==> src/rtl/rss_pkg.sv <==
package rss_pkg;

    localparam int STRAP_W = 5;

    // Cycles in the minimum reset window, rounded up
    function automatic int stretch_cycles(input int clk_khz, input int reset_us);
        return (clk_khz * reset_us + 999) / 1000;
    endfunction

    typedef struct packed {
        logic [STRAP_W-1:0] straps;
        logic               enc_bypass;
        logic               loopback;
    } cap_t;

endpackage

==> src/rtl/rss_sync.sv <==
module rss_sync #(
    parameter int   STAGES  = 2,
    parameter logic RST_VAL = 1'b1
) (
    input  logic clk_i,
    input  logic arst_i,
    input  logic d_i,
    output logic q_o
);

    logic [STAGES-1:0] pipe_d, pipe_q;

    always_comb begin
        pipe_d = {pipe_q[STAGES-2:0], d_i};
    end

    always_ff @(posedge clk_i or posedge arst_i) begin
        if (arst_i) pipe_q <= {STAGES{RST_VAL}};
        else        pipe_q <= pipe_d;
    end

    assign q_o = pipe_q[STAGES-1];

endmodule

==> src/rtl/rss_low_qual.sv <==
module rss_low_qual #(
    parameter int STRETCH = 25000,
    parameter int CNT_W   = $clog2(STRETCH + 1)
) (
    input  logic clk_i,
    input  logic arst_i,
    input  logic low_i,
    output logic qual_o
);

    localparam logic [CNT_W-1:0] LIMIT = CNT_W'(STRETCH);

    logic [CNT_W-1:0] cnt_d, cnt_q;

    always_comb begin
        if (!low_i)              cnt_d = '0;
        else if (cnt_q == LIMIT) cnt_d = cnt_q;
        else                     cnt_d = cnt_q + 1'b1;
    end

    always_ff @(posedge clk_i or posedge arst_i) begin
        if (arst_i) cnt_q <= '0;
        else        cnt_q <= cnt_d;
    end

    assign qual_o = (cnt_q == LIMIT);

    AST_QUAL_NEEDS_LOW: assert property (@(posedge clk_i) disable iff (arst_i)
        qual_o |-> $past(low_i));
    AST_HIGH_DROPS_QUAL: assert property (@(posedge clk_i) disable iff (arst_i)
        !low_i |=> !qual_o);

endmodule

==> src/rtl/rss_stretch.sv <==
module rss_stretch #(
    parameter int STRETCH = 25000,
    parameter int CNT_W   = $clog2(STRETCH + 1)
) (
    input  logic clk_i,
    input  logic arst_i,
    input  logic qual_i,
    output logic in_rst_o,
    output logic ready_o,
    output logic strobe_o
);

    localparam logic [CNT_W-1:0] LAST = CNT_W'(STRETCH - 1);

    typedef struct packed {
        logic             in_rst;
        logic             ready;
        logic [CNT_W-1:0] cnt;
    } st_t;

    st_t st_d, st_q;

    always_comb begin
        st_d     = st_q;
        strobe_o = 1'b0;
        if (qual_i) begin
            st_d.in_rst = 1'b1;
            st_d.cnt    = '0;
        end else if (st_q.in_rst) begin
            if (st_q.cnt == LAST) begin
                st_d.in_rst = 1'b0;
                strobe_o    = 1'b1;
            end else begin
                st_d.cnt = st_q.cnt + 1'b1;
            end
        end
        st_d.ready = !st_q.in_rst && !st_d.in_rst;
    end

    always_ff @(posedge clk_i or posedge arst_i) begin
        if (arst_i) st_q <= '{in_rst: 1'b1, ready: 1'b0, cnt: '0};
        else        st_q <= st_d;
    end

    assign in_rst_o = st_q.in_rst;
    assign ready_o  = st_q.ready;

    AST_QUAL_ENTERS_RESET: assert property (@(posedge clk_i) disable iff (arst_i)
        qual_i |=> in_rst_o);
    AST_STROBE_RELEASES: assert property (@(posedge clk_i) disable iff (arst_i)
        strobe_o |=> !in_rst_o);
    AST_READY_LAGS: assert property (@(posedge clk_i) disable iff (arst_i)
        $rose(ready_o) |-> !in_rst_o && $past(!in_rst_o));

endmodule

==> src/rtl/rss_capture.sv <==
module rss_capture
    import rss_pkg::*;
(
    input  logic               clk_i,
    input  logic               arst_i,
    input  logic               clear_i,
    input  logic               strobe_i,
    input  logic [STRAP_W-1:0] strap_i,
    input  logic               cfg0_i,
    input  logic               cfg1_i,
    input  logic               an_en_i,
    output cap_t               cap_o
);

    cap_t cap_d, cap_q;

    always_comb begin
        cap_d = cap_q;
        if (clear_i) begin
            cap_d = '0;
        end else if (strobe_i) begin
            cap_d.straps     = strap_i;
            cap_d.enc_bypass = !an_en_i && cfg0_i;
            cap_d.loopback   = !an_en_i && cfg1_i;
        end
    end

    always_ff @(posedge clk_i or posedge arst_i) begin
        if (arst_i) cap_q <= '0;
        else        cap_q <= cap_d;
    end

    assign cap_o = cap_q;

    AST_STRAPS_TAKEN: assert property (@(posedge clk_i) disable iff (arst_i)
        strobe_i && !clear_i |=> cap_o.straps == $past(strap_i));
    AST_AN_FORCES_ZERO: assert property (@(posedge clk_i) disable iff (arst_i)
        strobe_i && an_en_i |=> !cap_o.enc_bypass && !cap_o.loopback);
    AST_CLEAR_ZEROES: assert property (@(posedge clk_i) disable iff (arst_i)
        clear_i |=> cap_o == '0);

endmodule

==> src/rtl/rst_strap_seq.sv <==
module rst_strap_seq
    import rss_pkg::*;
#(
    parameter int CLK_KHZ  = 25000,
    parameter int RESET_US = 1000
) (
    input  logic               clk_i,
    input  logic               por_i,
    input  logic               ext_rst_n_i,
    input  logic [STRAP_W-1:0] strap_i,
    input  logic               cfg0_i,
    input  logic               cfg1_i,
    input  logic               an_en_i,
    output logic               core_rst_n_o,
    output logic               ready_o,
    output logic [STRAP_W-1:0] strap_stat_o,
    output logic               enc_bypass_o,
    output logic               loopback_o
);

    localparam int STRETCH = stretch_cycles(CLK_KHZ, RESET_US);
    localparam int CNT_W   = $clog2(STRETCH + 1);

    logic ext_sync, qual, in_rst, strobe;
    cap_t cap;

    rss_sync #(.STAGES(2), .RST_VAL(1'b1)) u_sync (
        .clk_i (clk_i),
        .arst_i(por_i),
        .d_i   (ext_rst_n_i),
        .q_o   (ext_sync)
    );

    rss_low_qual #(.STRETCH(STRETCH), .CNT_W(CNT_W)) u_qual (
        .clk_i (clk_i),
        .arst_i(por_i),
        .low_i (!ext_sync),
        .qual_o(qual)
    );

    rss_stretch #(.STRETCH(STRETCH), .CNT_W(CNT_W)) u_stretch (
        .clk_i   (clk_i),
        .arst_i  (por_i),
        .qual_i  (qual),
        .in_rst_o(in_rst),
        .ready_o (ready_o),
        .strobe_o(strobe)
    );

    rss_capture u_cap (
        .clk_i   (clk_i),
        .arst_i  (por_i),
        .clear_i (qual),
        .strobe_i(strobe),
        .strap_i (strap_i),
        .cfg0_i  (cfg0_i),
        .cfg1_i  (cfg1_i),
        .an_en_i (an_en_i),
        .cap_o   (cap)
    );

    assign core_rst_n_o = !in_rst;
    assign strap_stat_o = cap.straps;
    assign enc_bypass_o = cap.enc_bypass;
    assign loopback_o   = cap.loopback;

    // Checker: length of the current low phase of the internal reset, saturating
    localparam logic [CNT_W-1:0] LEN_MAX = CNT_W'(STRETCH);
    logic [CNT_W-1:0] rst_len_d, rst_len_q;

    always_comb begin
        if (core_rst_n_o)            rst_len_d = '0;
        else if (rst_len_q == LEN_MAX) rst_len_d = rst_len_q;
        else                         rst_len_d = rst_len_q + 1'b1;
    end

    always_ff @(posedge clk_i or posedge por_i) begin
        if (por_i) rst_len_q <= '0;
        else       rst_len_q <= rst_len_d;
    end

    AST_MIN_STRETCH: assert property (@(posedge clk_i) disable iff (por_i)
        $rose(core_rst_n_o) |-> rst_len_q == LEN_MAX);
    AST_NOT_READY_IN_RESET: assert property (@(posedge clk_i) disable iff (por_i)
        !core_rst_n_o |-> !ready_o);
    AST_FIELDS_HOLD: assert property (@(posedge clk_i) disable iff (por_i)
        ready_o && $past(ready_o) |-> $stable(strap_stat_o) && $stable(enc_bypass_o)
                                      && $stable(loopback_o));

endmodule

==> config.mk <==
export PLATFORM = sky130hd
export DESIGN_NAME = rst_strap_seq
export DESIGN_NICKNAME = d
export VERILOG_FILES = /design/src/rtl/rss_pkg.sv /design/src/rtl/rss_sync.sv /design/src/rtl/rss_low_qual.sv /design/src/rtl/rss_stretch.sv /design/src/rtl/rss_capture.sv /design/src/rtl/rst_strap_seq.sv
export SDC_FILE = /design/constraint.sdc
export NUM_CORES = 1
export LEC_CHECK = 0
export ABC_AREA = 1
export BUFFER_PORTS_ARGS = -buffer_cell sky130_fd_sc_hd__buf_4
export CAP_MARGIN = 15
export CORE_MARGIN = 4
export CORE_UTILIZATION = 53
export DETAILED_ROUTE_END_ITERATION = 7
export PLACE_DENSITY = 0.83
export SYNTH_ARGS = -nofsm -noshare
export SYNTH_HDL_FRONTEND = slang
export SYNTH_SLANG_ARGS = --single-unit
==> constraint.sdc <==
create_clock -name clk_i -period 1.4 [get_ports clk_i]
set_clock_uncertainty 0.1 [all_clocks]
set_input_delay 0 -clock clk_i [delete_from_list [all_inputs] [get_ports clk_i]]
set_output_delay 0 -clock clk_i [all_outputs]
set_load 0.01 [all_outputs]
==> metrics.yaml, run 1 <==
placed_design:
  dpl.hpwl_um: 4010
  gp_congestion: 0.903
  dp_cells: 418
  placed_cell_area_sq_mm: 0.00284
  pre_cts_slack_ns: -0.247
  place.port_buffers: 19
critical_path:
  reg2regPathDepth: 10
  worstPathRequired_ns: 1.50
  cp_slowest_cell: "dfrtp_1"
  timing.rr.start: "u_qual.cnt_q[1]"
  critPathBufInv: 2
  cpPeakStageDelay_ns: 0.43
  crit_arrival_ns: 1.98
  cp_common_cell: "nand2_1"
  cp_top_family: "simple AND/OR/NAND/NOR gates"
  crit_fanout: 15
  r2r_slack_ns: -0.48
  end_kind: "flip-flop"
  r2r-end: "u_stretch.st_q[7]"
  startpoint_type: "flip-flop"
  cp_cell_sequence: "inv_2 > ha_4 > nand2_1 > nor2_1 > nand3_1 > nor2_4 > nor2_4 > buf_12 > nand2_1 > nand2_1"
  crit_type: "flip-flop to flip-flop"
synth:
  ys_warn_count: 0
  synth_top_area_cell: "dfrtp_1"
  postSynthAreaPerCell_sq_um: 7.38
  synth_most_common_cell: "nand2_1"
  yosysSeqAreaShare: 0.460
  syn_area_sq_mm: 0.00224
  netlist_top_cells_area: "dfrtp_1 (43%), nand2_1 (15%), nand3_1 (7.8%)"
  synth_flop_cell: "dfrtp_1"
  synth_cell_types: 25
  synth_edf_count: 0
  ys_ff_latch: 41
  postSynthNetCount: 317
  synth_top_area_frac: 0.425
  synthTopCellsByCount: "nand2_1 (87), nor2_1 (40), dfrtp_1 (38)"
  syn_inst: 303
  async_flop_share: 1.00
clocking:
  cts_buffers: 5
  clkSinkCount: 41
  clk_latency_ns: 0.32
  cts_tree: "yes"
  cts.htree.levels: 2
  root_buffer: "clkbuf_8"
  clkTransAtPathRegs_ns: 0.10
  cts_buffer_depth: 2
layout:
  n_antenna_cell: 0
  finalNonFillerCells: 440
  synthToLayoutAreaGrowth_pct: 58.7
  final_nets: 403
  fin_area_sq_mm: 0.00355
  fin_util: 0.881
  drive_above_1_share: 0.397
floorplan:
  dieArea_sq_mm: 0.00532
  coreArea_sq_mm: 0.00403
  start_util: 0.555
  die_y_um: 73.0
  fp.dieW_um: 73.0
  io_pins: 20
  row_count: 23
timing:
  final.setup.tns_ns: -11.71
  worst_slew_pin_slew_ns: 0.769
  hold_viol_final: 0
  max_freq_mhz: 533
  slew_headroom: 0.487
  rsz0062_at_grt: "true"
  fin_crit_sh: 1.34
  maxSlewViolCount: 0
  timing.hold.ws_ns: 0.227
  timing.final.crit_period_ns: 1.88
  setup_viol: 39
  setup_slack_ns: -0.476
detailed_routing:
  post_drt_wl_per_cell_um: 22.4
  dr.pass1.iters: 5
  drc_errors: 0
  drtIter0Drc: 503
  drt_wl_total_um: 9860
  ant_nets: 0
  via_per_inst: 6.46
  vias: 2844
power_and_ir_drop:
  peakVddDrop_v: 0.000939
  total_leakage_power_nw: 1.80
  power_density_mw_per_mm2: 741
  finalPower_mw: 2.63
job:
  cap_violations: 0
global_route:
  grt_pass1_vias: 2346
  antenna_found_initial: 0
  grt_pass1_wl_um: 10900
  gr-total-overflow: 0
  grt_max_degree: 42
  gr-usage-all-layers: 0.268
hold_path:
  hp-class: "primary input to async pin"
outcome:
  violations: "negative setup slack"
  status: "complete, but fails checks"
## power breakdown
group          internal, mW  switching (mW)
logic                 0.101           0.109
registers              1.20          0.0152
clock network         0.719           0.490
total                  2.02           0.614
## repair_timing
action                     in CTS  in global routing
setup endpoints to repair      36                 39
setup buffers                   1                  2
hold buffers                   10                  0
gates resized for setup        31                 80
hold endpoints to repair       49                  0
gates cloned                    0                  1
pin swaps                      11                 19
## worst max-delay path by stage
stage                       from                 end  slack, ns  depth (start not counted)
2_1_floorplan  u_stretch.st_q[0]  u_stretch.st_q[12]      -0.11                          9
3_3_place_gp   u_stretch.st_q[1]      u_cap.cap_o[2]      -0.16                          8
3_5_place_dp     u_qual.cnt_q[1]     u_qual.cnt_q[1]      -0.25                          9
4_1_cts        u_stretch.st_q[0]      u_cap.cap_o[2]      -0.16                          8
5_1_grt          u_qual.cnt_q[1]   u_stretch.st_q[7]      -0.71                         10
6_report         u_qual.cnt_q[1]   u_stretch.st_q[7]      -0.48                         10
## state kept, by name (all words and copies together) (netlist names)
| signal | count |
|---|---|
| u_stretch.ready_o | 1 |
| u_cap.cap_o | 7 |
| u_sync.pipe_q | 2 |
| u_stretch.st_q | 15 |
| u_stretch.in_rst_o | 1 |
| u_qual.cnt_q | 15 |
## logic make-up (layout without fill, tap and decap cells)
| group | count (synthesis) | count (layout) | synth area share |
|---|---|---|---|
| AND/OR/NAND/NOR | 193 | 193 | 0.380 |
| flip-flops | 41 | 41 | 0.460 |
| buffers and inverters | 38 | 125 | 0.0693 |
| AO/OA/AOI/OAI | 22 | 22 | 0.0503 |
| XOR/XNOR | 6 | 6 | 0.0235 |
| adder cells (fa/ha/maj) | 3 | 3 | 0.0168 |
## cell usage in the layout (no fill, tap or decap), drive strengths merged
| cell type | count |
|---|---|
| a21o | 1 |
| a21oi | 8 |
| buf | 74 |
| bufinv | 2 |
| clkbuf | 6 |
| dfrtp | 38 |
| dfstp | 3 |
| dlygate4sd3 | 10 |
| ha | 3 |
| inv | 33 |
| nand2 | 89 |
| nand3 | 35 |
| nand3b | 1 |
| nand4 | 17 |
| nor2 | 43 |
| nor3 | 6 |
| o21ai | 13 |
| or2 | 2 |
| xor2 | 6 |
## worst min-delay path: stages
cell and delay, ns:
dlygate4sd3_1 0.56, buf_4 0.15, inv_1 0.08, buf_12 0.24
## per-layer routing
metal / global-route usage / up-vias / routed length, um
li1: - / 1158 / -
met1: 0.345 / 1309 / 3500
met2: 0.451 / 294 / 4580
met3: 0.0523 / 83 / 1170
met4: 0.0943 / 0 / 604
met5: 0 / - / 0
## cell type report
type / instances / area, sq um
clock buffer: 5 / 68.8
clock inverter: 3 / 68.8
fill: 157 / 478
inverter: 32 / 130
multi-input combinational: 224 / 1420
sequential: 41 / 1030
tap: 50 / 62.6
timing repair buffer: 85 / 767
No activity file was read; power rests on OpenSTA's default activity.
==> run 2, diff against run 1 <==
Settings changed: CORE_UTILIZATION 53 to 30, PLACE_DENSITY 0.83 to 0.55, SYNTH_HIERARCHICAL set to 1.
==> run 2 against run 1 <==
  * The flow still finishes with violations (negative setup slack)
  * Count of clock-buffer cells in the layout is 1 higher
  * Total power is 8.9% lower
  * First-iteration DRC count is 78% lower
  * Global-route usage is 13 points lower
  * Cell count is 16% higher
  * Largest power group unchanged
==> metrics.yaml, run 2 <==
outcome:
  status: "complete, but fails checks"
  violations: "negative setup slack"
synth:
  async_flop_share: 1.00  # unchanged
  yosysSeqAreaShare: 0.438  # -0.0225
  synth_most_common_cell: "nand2_1"
  syn_inst: 324  # +6.9%
  ys_warn_count: 6  # +6
  postSynthAreaPerCell_sq_um: 7.26  # -1.7%
  netlist_top_cells_area: "dfrtp_1 (40%), nand2_1 (15%), nor2_1 (7.2%)"
  synth_cell_types: 28  # +12%
  synth_top_area_cell: "dfrtp_1"
  ys_ff_latch: 41  # unchanged
  synth_edf_count: 0  # unchanged
  postSynthNetCount: 338  # +6.6%
  synthTopCellsByCount: "nand2_1 (95), nor2_1 (45), dfrtp_1 (38)"
  syn_area_sq_mm: 0.00235  # +5.1%
  synth_top_area_frac: 0.404  # -0.0208
  synth_flop_cell: "dfrtp_1"
clocking:
  clk_latency_ns: 0.30  # -0.02 ns
  cts_tree: "yes"
  cts_buffer_depth: 2  # unchanged
  root_buffer: "clkbuf_8"
  clkTransAtPathRegs_ns: 0.09  # about the same
  cts.htree.levels: 2  # unchanged
  cts_buffers: 5  # unchanged
  clkSinkCount: 41  # unchanged
floorplan:
  fp.dieW_um: 96.6  # +32%
  row_count: 32  # +39%
  coreArea_sq_mm: 0.00769  # +91%
  dieArea_sq_mm: 0.00932  # +75%
  start_util: 0.306  # -0.249
  io_pins: 20  # unchanged
  die_y_um: 96.6  # +32%
layout:
  finalNonFillerCells: 509  # +16%
  n_antenna_cell: 0  # unchanged
  synthToLayoutAreaGrowth_pct: 49.1
  final_nets: 420  # +4.2%
  mostFrequentLayoutCell: "nand2_1"
  drive_above_1_share: 0.364  # -0.0338
  layout_common_cells: "nand2_1 (72), buf_4 (65), dfrtp_1 (38), nor2_1 (35), nand3_1 (31)"
  num-fill-cells: 764  # +390%
  seq_area_sq_mm: 0.00103  # -0.36%
  multi_input_area_sq_mm: 0.00137  # -3.6%
global_route:
  grt_pass1_wl_um: 10400  # -4.4%
  grt_pass1_vias: 2289  # -2.4%
  gr-total-overflow: 0  # unchanged
  gr-usage-all-layers: 0.140  # -0.128
  antenna_found_initial: 0  # unchanged
  grt_max_degree: 18  # -57%
detailed_routing:
  via_per_inst: 4.77  # -26%
  drtIter0Drc: 111  # -78%
  drt_wl_total_um: 6350  # -36%
  dr.pass1.iters: 4  # -1
  ant_nets: 0  # unchanged
  post_drt_wl_per_cell_um: 12.5  # -44%
  vias: 2428  # -15%
  drc_errors: 0  # unchanged
critical_path:
  crit_arrival_ns: 1.83  # -0.15 ns
  end_kind: "flip-flop"
  crit_type: "flip-flop to flip-flop"
  crit_fanout: 6  # -9
  worstPathRequired_ns: 1.48  # -0.02 ns
  startpoint_type: "flip-flop"
power_and_ir_drop:
  sw_frac_of_total: 0.225  # -0.00810
  peakVddDrop_v: 0.000621  # -34%
  finalPower_mw: 2.40  # -8.9%
  internal_power_mw: 1.86  # -7.9%
  combPwrFrac: 0.066  # -0.014
  total_leakage_power_nw: 1.51  # -16%
  seq_power_share: 0.502  # +0.041
  power_density_mw_per_mm2: 683  # -7.8%
  clkPwrFrac: 0.432  # -0.028
  p_sw_mw: 0.540  # -12%
timing:
  setup_viol: 24  # -38%
  hold_viol_final: 0  # unchanged
  fin_crit_sh: 1.25  # -0.0902
  maxSlewViolCount: 0  # unchanged
  worst_slew_pin_slew_ns: 0.610  # -0.159 ns
  setup_slack_ns: -0.350  # +0.126 ns
  rsz0062_at_grt: "true"
  slew_headroom: 0.593  # +0.106
  timing.final.crit_period_ns: 1.75  # -0.126 ns
  final.setup.tns_ns: -6.87  # +4.84 ns
  max_freq_mhz: 572  # +7.2%
placed_design:
  dpl.hpwl_um: 4420  # +10%
  dp_cells: 484  # +16%
  gp_congestion: 0.831  # -8.0%
  place.port_buffers: 19  # unchanged
job:
  cap_violations: 0  # unchanged
hold_path:
  hp-class: "primary input to async pin"
run 2: changes by cell type after synthesis, sizes merged, moves of 3 or more:
| cell | previous run | this run |
|---|---|---|
| inv | 31 | 36 |
| nand2 | 89 | 95 |
| nand4 | 17 | 14 |
| nor2 | 43 | 51 |
| o21ai | 13 | 18 |
run 2: worst max-delay path, cell delays in order, from the launching register on:
cell,delay (ns)
dfrtp_1,0.40
nor2_2,0.14
nand4_1,0.16
nor3_4,0.25
inv_2,0.09
nand3_2,0.10
nand2_4,0.11
clkbuf_16,0.18
nand2_2,0.04
o21ai_1,0.05
run 2: power by group through the flow:
stage	Clock [mW]	Sequential (mW)	Combinational (mW)
floorplan	0	1.23	0.0517
global placement	0	1.22	0.115
detailed placement	0	1.22	0.118
CTS	1.06	1.20	0.148
global route	1.11	1.20	0.176
finish	1.04	1.20	0.158
run 2: kinds of logic (layout without fill, tap and decap cells):
family	Yosys count	count (layout)	synth area share
and+or+nand+nor	204	205	0.382
adders and majority gates	3	3	0.0160
DFF	41	41	0.438
AOI/OAI and AO/OA	27	27	0.0622
buffers and inverters	44	126	0.0835
xor gates and xnor gates	5	5	0.0186
run 2: layout make-up:
| type | count | area share |
|---|---|---|
| Multi-Input combinational cell | 240 | 0.390 |
| Sequential cell | 41 | 0.294 |
| Timing Repair Buffer | 82 | 0.204 |
| Inverter | 36 | 0.0421 |
| Tap cell | 102 | 0.0364 |
| Clock buffer | 6 | 0.0235 |
| Clock inverter | 2 | 0.0107 |
run 2: metal layers:
metal  wire, um  up-vias  track usage
met4         57        0       0.0245
met1       2860     1167        0.182
met2       3230       45        0.241
met5          0        -            0
met3        207        6       0.0302
li1           -     1210            -
run 2: through the flow:
step | hold WS, ns | area, sq um | worst slack (ns) | util
final | 0.101 | 3510 | -0.350 | 0.456
after global routing | 0.137 | 3510 | -0.470 | 0.456
after CTS | 0.114 | 3320 | -0.345 | 0.432
after detailed placement | -0.119 | 2970 | -0.362 | 0.386
after global placement | -0.126 | 2970 | -0.340 | 0.386
after floorplan | -0.297 | 2400 | -0.525 | -
run 2: timing repair:
action,CTS,global route
setup buffers,0,7
resized for setup,38,42
setup endpoints to repair,29,36
gates cloned,2,1
pin swaps,7,18
hold buffers,10,0
hold endpoints to repair,49,0
run 2: path summary, 6_finish.rpt:
kind / from / endpoint / slack, ns / cells past startpoint
max in group asynchronous: por_i / u_qual/cnt_q[9] / 0.55 / 3
min: por_i / u_cap/cap_o[4] / 0.10 / 3
min in group clk_i: u_sync/pipe_q[0] / u_sync/pipe_q[1] / 0.25 / 0
max: u_qual/cnt_q[11] / u_stretch/st_q[11] / -0.35 / 9
min reg2reg: u_sync/pipe_q[0] / u_sync/pipe_q[1] / 0.25 / 0
max reg2reg: u_qual/cnt_q[11] / u_stretch/st_q[11] / -0.35 / 9
==> run 3, diff against run 2 <==
Settings changed: ABC_AREA 1 to unset, CORE_UTILIZATION 30 to 35, PLACE_DENSITY 0.55 to 0.62, SYNTH_HIERARCHICAL 1 to unset.
==> run 3 against run 2 <==
  * The flow still finishes with violations (negative setup slack)
  * Utilization grew 16 points
  * Sequential power about the same
  * Global-route usage rose by 1.9 points
  * Sequential share of layout area up 0.66 points
  * Non-clock buffer count up 23
  * Highest routed layer unchanged
==> metrics.yaml, run 3 <==
power_and_ir_drop:
  total_leakage_power_nw: 1.48  # -2.0%
  power_density_mw_per_mm2: 646  # -5.4%
  peakVddDrop_v: 0.000329  # -47%
hold_path:
  hp-class: "primary input to async pin"
job:
  cap_violations: 0  # unchanged
global_route:
  grt_pass1_wl_um: 9220  # -12%
  gr-total-overflow: 0  # unchanged
  grtUsageMet1: 0.213  # +0.0319
  grt_pass1_vias: 1966  # -14%
  antenna_found_initial: 0  # unchanged
  grt_max_degree: 25  # +7
  gr-usage-all-layers: 0.159  # +0.0194
  grt.busiest_layer: "met2"
  use_met3: 0.0294  # -0.000769
  grtUsageMet2: 0.267  # +0.0255
timing:
  max_freq_mhz: 500  # -13%
  setup_viol: 37  # +54%
  setup_slack_ns: -0.601  # -0.251 ns
  worst_slew_pin_slew_ns: 0.416  # -0.193 ns
  final.setup.tns_ns: -11.65  # -4.78 ns
  rsz0062_at_grt: "true"
  maxSlewViolCount: 0  # unchanged
  slew_headroom: 0.722  # +0.129
  fin_crit_sh: 1.43  # +0.179
  timing.final.crit_period_ns: 2.00  # +0.251 ns
  hold_viol_final: 0  # unchanged
synth:
  synth_cell_types: 39  # +39%
  postSynthNetCount: 212  # -37%
  synth_most_common_cell: "dfrtp_1"
  synth_top_area_cell: "dfrtp_1"
  ys_warn_count: 0  # -6
  ys_ff_latch: 41  # unchanged
  netlist_top_cells_area: "dfrtp_1 (47%), xnor2_1 (4.7%), nor2_1 (4.1%)"
  synth_top_area_frac: 0.469  # +0.0643
  syn_inst: 198  # -39%
  synth_flop_cell: "dfrtp_1"
  synthTopCellsByCount: "dfrtp_1 (38), nor2_1 (22), a21oi_1 (12)"
  yosysSeqAreaShare: 0.507  # +0.0696
  async_flop_share: 1.00  # unchanged
  synth_edf_count: 0  # unchanged
  syn_area_sq_mm: 0.00203  # -14%
  postSynthAreaPerCell_sq_um: 10.2  # +41%
detailed_routing:
  dr.pass1.iters: 4  # unchanged
  vias: 1902  # -22%
  drt_wl_total_um: 5440  # -14%
  drtIter0Drc: 93  # -16%
  ant_nets: 0  # unchanged
  drc_errors: 0  # unchanged
  post_drt_wl_per_cell_um: 14.4  # +15%
  via_per_inst: 5.03  # +5.5%
clocking:
  cts_tree: "yes"
  clk_latency_ns: 0.29  # about the same
  cts_buffers: 5  # unchanged
  clkSinkCount: 41  # unchanged
  cts_buffer_depth: 2  # unchanged
  clkTransAtPathRegs_ns: 0.08  # about the same
  root_buffer: "clkbuf_8"
  cts.htree.levels: 2  # unchanged
layout:
  drive_above_1_share: 0.546  # +0.182
  seq_area_sq_mm: 0.00103  # unchanged
  mostFrequentLayoutCell: "buf_4"
  multi_input_area_sq_mm: 0.00123  # -10%
  num-fill-cells: 438  # -43%
  n_antenna_cell: 0  # unchanged
  layout_common_cells: "buf_4 (71), dfrtp_1 (38), buf_6 (19), nor2_2 (15)"
  final_nets: 319  # -24%
  fin_util: 0.615  # +0.159
  synthToLayoutAreaGrowth_pct: 69.1
critical_path:
  end_kind: "flip-flop"
  cp_cell_sequence: "or4b_4 > o41ai_4 > buf_4 > mux2i_1 > nor2_1"
  cpPeakStageDelay_ns: 0.59  # +0.19 ns
  crit_fanout: 3  # -3
  crit_type: "flip-flop to flip-flop"
  reg2regPathDepth: 5  # -4
  crit_arrival_ns: 2.08  # +0.25 ns
  startpoint_type: "flip-flop"
  cp_slowest_cell: "or4b_4"
  worstPathRequired_ns: 1.48  # about the same
floorplan:
  dieArea_sq_mm: 0.00708  # -24%
  coreArea_sq_mm: 0.00557  # -27%
  row_count: 27  # -16%
  start_util: 0.364  # +0.0581
  fp.dieW_um: 84.1  # -13%
  io_pins: 20  # unchanged
  die_y_um: 84.1  # -13%
placed_design:
  place.port_buffers: 19  # unchanged
  dpl.hpwl_um: 3390  # -23%
  gp_congestion: 0.814  # -2.0%
outcome:
  status: "complete, but fails checks"
  violations: "negative setup slack"
## run 3: cell count changes in the layout (fill, tap and decap cells not counted), sizes merged, moves of 5 or more
cell,before,now
or3,0,8
buf,71,95
a21oi,7,12
mux2i,0,7
nor2,52,27
xnor2,0,11
o21ai,18,7
nand4,14,5
nand2,95,9
nand3,35,11
inv,35,9
## run 3: worst max-delay path, delay by kind of cell (launching register included)
kind	cells	cell delay, ns
buf+inv	1	0.19
compound gates	1	0.36
flops	1	0.38
simple gates	2	0.66
mux	1	0.20
## run 3: per-layer routing
layer,up-vias,wire [um]
li1,917,-
met1,951,2450
met2,30,2800
met3,4,158
met4,0,38
met5,-,0
## run 3: layout make-up
class,instances,share of cell area
tap,72,0.0263
multi-input combinational,143,0.359
timing repair buffer,105,0.278
sequential,41,0.300
clock buffer,8,0.0263
inverter,9,0.00985
## run 3: logic make-up after synthesis
group | Yosys count | synth area share
simple gates | 91 | 0.260
flops | 41 | 0.507
compound gates | 27 | 0.0882
xor+xnor | 15 | 0.0647
buf+inv | 14 | 0.0271
mux | 7 | 0.0345
fa+ha+maj | 3 | 0.0185
## run 3: where the power goes
part | switching (mW) | internal, mW | total (mW) | leakage [nW]
Sequential | 0.0122 | 1.20 | 1.21 | 0.544
Combinational | 0.0880 | 0.117 | 0.205 | 0.889
Clock | 0.402 | 0.403 | 0.805 | 0.0455
## run 3: final timing paths
check                      slack (ns)           endpoint               start
setup / recovery                -0.60  u_stretch.st_q[1]  u_stretch.st_q[11]
hold / removal                   0.16    u_qual.cnt_q[7]               por_i
setup reg to reg                -0.60  u_stretch.st_q[1]  u_stretch.st_q[11]
hold reg to reg                  0.26   u_sync.pipe_q[1]    u_sync.pipe_q[0]
max in group asynchronous        0.46   u_sync.pipe_q[1]               por_i
min in group clk_i               0.26   u_sync.pipe_q[1]    u_sync.pipe_q[0]
## run 3: repair_timing
action                                  4_1_cts  5_1_grt
endpoints found under the hold margin        46        0
gates cloned                                  2        0
pin swaps                                    22       24
endpoints found under the setup margin       35       37
gates resized for setup                      40       40
setup buffers                                10       12
hold buffers                                 10        0
## run 3: stage by stage
stage / instance area [sq um] / std cells / power (mW) / setup WS [ns] / hold WS [ns]
6_report: 3430 / 378 / 2.22 / -0.601 / 0.157
5_1_grt: 3430 / 378 / 2.31 / -0.654 / 0.196
4_1_cts: 3240 / 373 / 2.22 / -0.552 / 0.168
3_5_place_dp: 2770 / 344 / 1.37 / -0.549 / -0.0788
3_3_place_gp: 2770 / 344 / 1.37 / -0.476 / -0.0728
2_1_floorplan: 2110 / 198 / 1.28 / -0.590 / -0.0955
